**src/rtl/pxl_ser_pkg.sv**
```systemverilog
package pxl_ser_pkg;

  // Strobes from the control to the datapath, one set per bit clock.
  typedef struct packed {
    logic loadWord;   // capture the parallel word and restart the slots
    logic shiftOn;    // advance every lane by one slot
    logic clearAll;   // flush all lanes to idle
  } serStrobe_t;

endpackage

```
**src/rtl/pxl_ser_ctrl.sv**
```systemverilog
module pxl_ser_ctrl
  import pxl_ser_pkg::*;
(
  input  logic       clk,
  input  logic       rst_n,
  input  logic       loadPulse,
  input  logic       pwrDownN,
  output serStrobe_t strobes,
  output logic       outEn
);

  // The output enable follows the power-down input, one edge later.
  always_ff @(posedge clk or negedge rst_n) begin
    if (!rst_n) outEn <= 1'b0;
    else        outEn <= pwrDownN;
  end

  // While powered down, loads are refused and the lanes are flushed.
  always_comb begin
    strobes          = '0;
    strobes.clearAll = !pwrDownN;
    strobes.loadWord = pwrDownN && loadPulse;
    strobes.shiftOn  = pwrDownN && !loadPulse;
  end

endmodule

```
**src/rtl/pxl_ser_dp.sv**
```systemverilog
module pxl_ser_dp
  import pxl_ser_pkg::*;
#(
  parameter int LANES      = 3,
  parameter int SLOTS      = 7,
  parameter int HIGH_SLOTS = 4,
  localparam int WORD_W    = LANES * SLOTS
) (
  input  logic              clk,
  input  logic              rst_n,
  input  serStrobe_t        strobes,
  input  logic [WORD_W-1:0] pixWord,
  output logic [LANES-1:0]  laneData,
  output logic              clkLane
);

  // Clock shape, least significant slot first: HIGH_SLOTS ones, then zeros.
  localparam logic [SLOTS-1:0] CLK_SHAPE =
    {{(SLOTS-HIGH_SLOTS){1'b0}}, {HIGH_SLOTS{1'b1}}};

  for (genvar l = 0; l < LANES; l++) begin : g_lane
    logic [SLOTS-1:0] shReg;

    always_ff @(posedge clk or negedge rst_n) begin
      if (!rst_n)                shReg <= '0;
      else if (strobes.clearAll) shReg <= '0;
      else if (strobes.loadWord) shReg <= pixWord[l*SLOTS +: SLOTS];
      else if (strobes.shiftOn)  shReg <= {1'b0, shReg[SLOTS-1:1]};
    end

    assign laneData[l] = shReg[0];
  end

  logic [SLOTS-1:0] clkReg;

  always_ff @(posedge clk or negedge rst_n) begin
    if (!rst_n)                clkReg <= '0;
    else if (strobes.clearAll) clkReg <= '0;
    else if (strobes.loadWord) clkReg <= CLK_SHAPE;
    else if (strobes.shiftOn)  clkReg <= {1'b0, clkReg[SLOTS-1:1]};
  end

  assign clkLane = clkReg[0];

endmodule

```
**src/rtl/pxl_link_ser.sv**
```systemverilog
module pxl_link_ser
  import pxl_ser_pkg::*;
#(
  parameter int LANES      = 3,
  parameter int SLOTS      = 7,
  parameter int HIGH_SLOTS = 4,
  localparam int WORD_W    = LANES * SLOTS
) (
  input  logic              clk,
  input  logic              rst_n,
  input  logic              loadPulse,
  input  logic              pwrDownN,
  input  logic [WORD_W-1:0] pixWord,
  output logic [LANES-1:0]  laneData,
  output logic              clkLane,
  output logic              outEn
);

  serStrobe_t strobes;

  pxl_ser_ctrl ctrl_i (
    .clk      (clk),
    .rst_n    (rst_n),
    .loadPulse(loadPulse),
    .pwrDownN (pwrDownN),
    .strobes  (strobes),
    .outEn    (outEn)
  );

  pxl_ser_dp #(
    .LANES     (LANES),
    .SLOTS     (SLOTS),
    .HIGH_SLOTS(HIGH_SLOTS)
  ) dp_i (
    .clk     (clk),
    .rst_n   (rst_n),
    .strobes (strobes),
    .pixWord (pixWord),
    .laneData(laneData),
    .clkLane (clkLane)
  );

endmodule

```
**config.mk**
```make
export PLATFORM = sky130hd
export DESIGN_NAME = pxl_link_ser
export DESIGN_NICKNAME = d
export VERILOG_FILES = /design/src/rtl/pxl_ser_pkg.sv /design/src/rtl/pxl_ser_ctrl.sv /design/src/rtl/pxl_ser_dp.sv /design/src/rtl/pxl_link_ser.sv
export SDC_FILE = /design/constraint.sdc
export NUM_CORES = 1
export LEC_CHECK = 0
export BUFFER_PORTS_ARGS = -buffer_cell sky130_fd_sc_hd__buf_2
export CAP_MARGIN = 20
export CORE_ASPECT_RATIO = 1.1
export CORE_UTILIZATION = 49
export CTS_CLUSTER_SIZE = 12
export DETAILED_ROUTE_END_ITERATION = 10
export PLACE_DENSITY = 0.81
export SLEW_MARGIN = 20
export SYNTH_ARGS = -nofsm -noshare
export SYNTH_HDL_FRONTEND = slang
export SYNTH_SLANG_ARGS = --single-unit
```
**constraint.sdc**
```tcl
create_clock -name clk -period 0.8 [get_ports clk]
set_input_delay 0 -clock clk [delete_from_list [all_inputs] [get_ports clk]]
set_output_delay 0 -clock clk [all_outputs]
set_load 0.1 [all_outputs]
```
==> results.py <==
metrics = {
    "critical_path": {
        "timing.rr.end": "dp_i.g_lane[1].shReg[0]",
        "crit_path_cell_trace": "buf_12",
        "cp.arrival_ns": 0.92,
        "r2r_slack_ns": 0.10,
        "slowest_stage": "dfrtp_2",
        "cp.required_ns": 0.80,
        "cp_max_fo": 1,
        "reg2reg_from": "dp_i.g_lane[1].shReg[1]",
        "crit_buf_inv": 1,
        "end_kind": "primary output",
        "rr_worst_depth": 2,
        "max_stage_delay_ns": 0.44,
        "critical_path.top_delay_family": "flip-flops",
        "crit_cells": 1,
        "critPathKind": "reg2out",
        "start_kind": "flop",
    },
    "clocking": {
        "cts_tree": "yes",
        "clk_path_buf_depth": 2,
        "numCtsBuffers": 3,
        "cts.sinks": 26,
        "path_clk_slew_ns": 0.13,
        "clk_latency_ns": 0.31,
        "htree_levels": 1,
        "postCtsSetupBuffers": 0,
        "root_buffer": "clkbuf_4",
    },
    "yosys": {
        "avgSynthCellArea_sq_um": 13.8,
        "yosysWarnings": 0,
        "seq_area_frac_synth_pct": 61.1,
        "synth-seq-cells": 26,
        "synth_nets": 102,
        "netlist_area_sq_um": 1060,
        "syn-instance-count": 77,
        "yosysUniqueCellTypes": 11,
    },
    "timing": {
        "worst_pin_slew_ns": 0.550,
        "period_share_pct": 115,
        "report.final.slew_viol_count": 0,
        "finClkSkew_ns": 0.0105,
        "relSlewSlack_pct": 63.4,
        "layout_setup_ws_ns": -0.120,
        "hold_slack_ns": -0.00379,
        "hold_viol": 1,
        "setup_viol": 5,
        "fmax_mhz": 1090,
        "setup_tns_ns": -0.519,
        "rsz0062_at_grt": "yes",
        "period_minus_slack_ns": 0.920,
    },
    "route": {
        "drc": 0,
        "vias": 704,
        "drt_iter0_drc": 2,
        "drtAntennaViolNets": 0,
        "firstDrtPassIters": 4,
        "drt_wl_total_mm": 1.84,
        "routedWlPerCell_microns": 11.9,
        "viasPerCell": 4.57,
    },
    "power_and_ir_drop": {
        "finalPower_mw": 2.46,
        "power.leakage_nw": 0.767,
        "powerDensity_nw_per_um2": 1600,
        "ir_drop_v": 0.00134,
    },
    "global_route": {
        "grt_pass1_vias": 698,
        "grt_pass1_wl_mm": 2.99,
        "grt_max_degree": 27,
        "grt-ovfl-total": 0,
        "grt_util_all_layers_pct": 18.4,
        "antenna_found_initial": 0,
    },
    "finish": {
        "area_delta_synth_final_pct": 44.4,
        "layout-drive-gt1-share_pct": 28.6,
        "nets": 152,
        "antenna_cells": 0,
    },
    "worst_hold_path": {
        "hp-start": "pixWord[7]",
        "whs_path_depth": 3,
        "holdPathEnd": "dp_i.g_lane[1].shReg[0]",
        "hold_class": "in2reg",
    },
    "die": {
        "start_util_pct": 52.7,
        "fp-row-count": 17,
        "die_h_microns": 50.9,
        "fp.dieW_microns": 46.4,
        "ioPinCount": 30,
        "die_area_sq_um": 2360,
        "coreArea_sq_um": 2020,
    },
    "run": {
        "max_cap_violations": 0,
    },
    "status": {
        "violations": "negative hold slack, negative setup slack",
        "status": "finished with violations",
    },
    "placement": {
        "dp_hpwl_mm": 1.07,
        "pre_cts_ws_ns": 0.0710,
        "port_buffers": 29,
        "gp_congestion": 0.664,
    },
}
sequential cells by signal, summed over array words and instances, names as in the netlist:
| register | count |
|---|---|
| dp_i.g_lane.shReg | 21 |
| ctrl_i.outEn | 1 |
| dp_i.clkReg | 4 |
report_power, final:
group | internal [mW] | switching [mW] | total, mW
Sequential | 1.38 | 0.0275 | 1.41
Combinational | 0.263 | 0.246 | 0.510
Clock | 0.194 | 0.348 | 0.542
area by class of cell:
cell class / instances / area [sq um]
clock buffer: 4 / 26.3
tap: 28 / 35.0
timing repair buffer: 53 / 483
fill: 146 / 483
multi-input combinational: 43 / 340
sequential: 26 / 653
logic make-up (layout without fill, tap and decap cells):
| group | after synthesis | after routing | share of synthesized area (%) |
|---|---|---|---|
| AOI/OAI and AO/OA | 3 | 3 | 2.12 |
| buffers and inverters | 8 | 57 | 6.93 |
| DFF | 26 | 26 | 61.1 |
| muxes | 18 | 18 | 16.9 |
| and+or+nand+nor | 22 | 22 | 12.9 |
Yosys cell counts:
| cell type | number | area [sq um] |
|---|---|---|
| clkbuf_2 | 1 | 5.00 |
| mux2i_1 | 18 | 180 |
| nor2b_1 | 18 | 113 |
| buf_4 | 3 | 22.5 |
| buf_12 | 1 | 20.0 |
| dfrtp_1 | 26 | 651 |
| clkbuf_1 | 1 | 3.75 |
| and3_1 | 3 | 18.8 |
| buf_6 | 2 | 22.5 |
| o21a_1 | 3 | 22.5 |
| and2_1 | 1 | 6.26 |
layer usage:
metal | up-vias | global-route usage [%] | part of all wire [%] | wire [microns]
met2 | 21 | 30.8 | 52 | 955
met1 | 335 | 24.3 | 44 | 815
met3 | 2 | 2.12 | 2.8 | 51
li1 | 346 | - | - | -
met5 | - | 0 | 0 | 0
met4 | 0 | 5.88 | 0.76 | 14
cells in the final DEF, fill, tap and decap left out:
master,n
and2_1,1
and3_1,3
buf_12,7
buf_2,23
clkbuf_1,1
clkbuf_4,4
dfrtp_1,24
dfrtp_2,2
dlygate4sd3_1,22
mux2i_1,18
nor2b_1,18
o21a_1,3
worst max path at each step:
stage / from / end / slack, ns
finish: ctrl_i.outEn / outEn / -0.12
detailed placement: loadPulse / dp_i.g_lane[1].shReg[0] / 0.07
floorplan: dp_i.clkReg[0] / clkLane / 0.15
global placement: loadPulse / dp_i.g_lane[1].shReg[2] / 0.12
CTS: ctrl_i.outEn / outEn / -0.12
global route: ctrl_i.outEn / outEn / -0.14
stage by stage:
step                      util [%]  instances  cell area (sq um)
after floorplan                  -         77               1070
after global placement        63.8        128               1290
after detailed placement      63.8        128               1290
after CTS                     76.0        154               1540
after global routing          76.1        154               1540
final                         76.1        154               1540
timing repair:
item / CTS / global route
pin swaps: 0 / 0
cloned: 0 / 0
gates resized for setup: 0 / 1
hold buffers: 22 / 0
hold endpoints to repair: 47 / 0
setup endpoints to repair: 5 / 19
No activity file was read; power rests on OpenSTA's default activity.
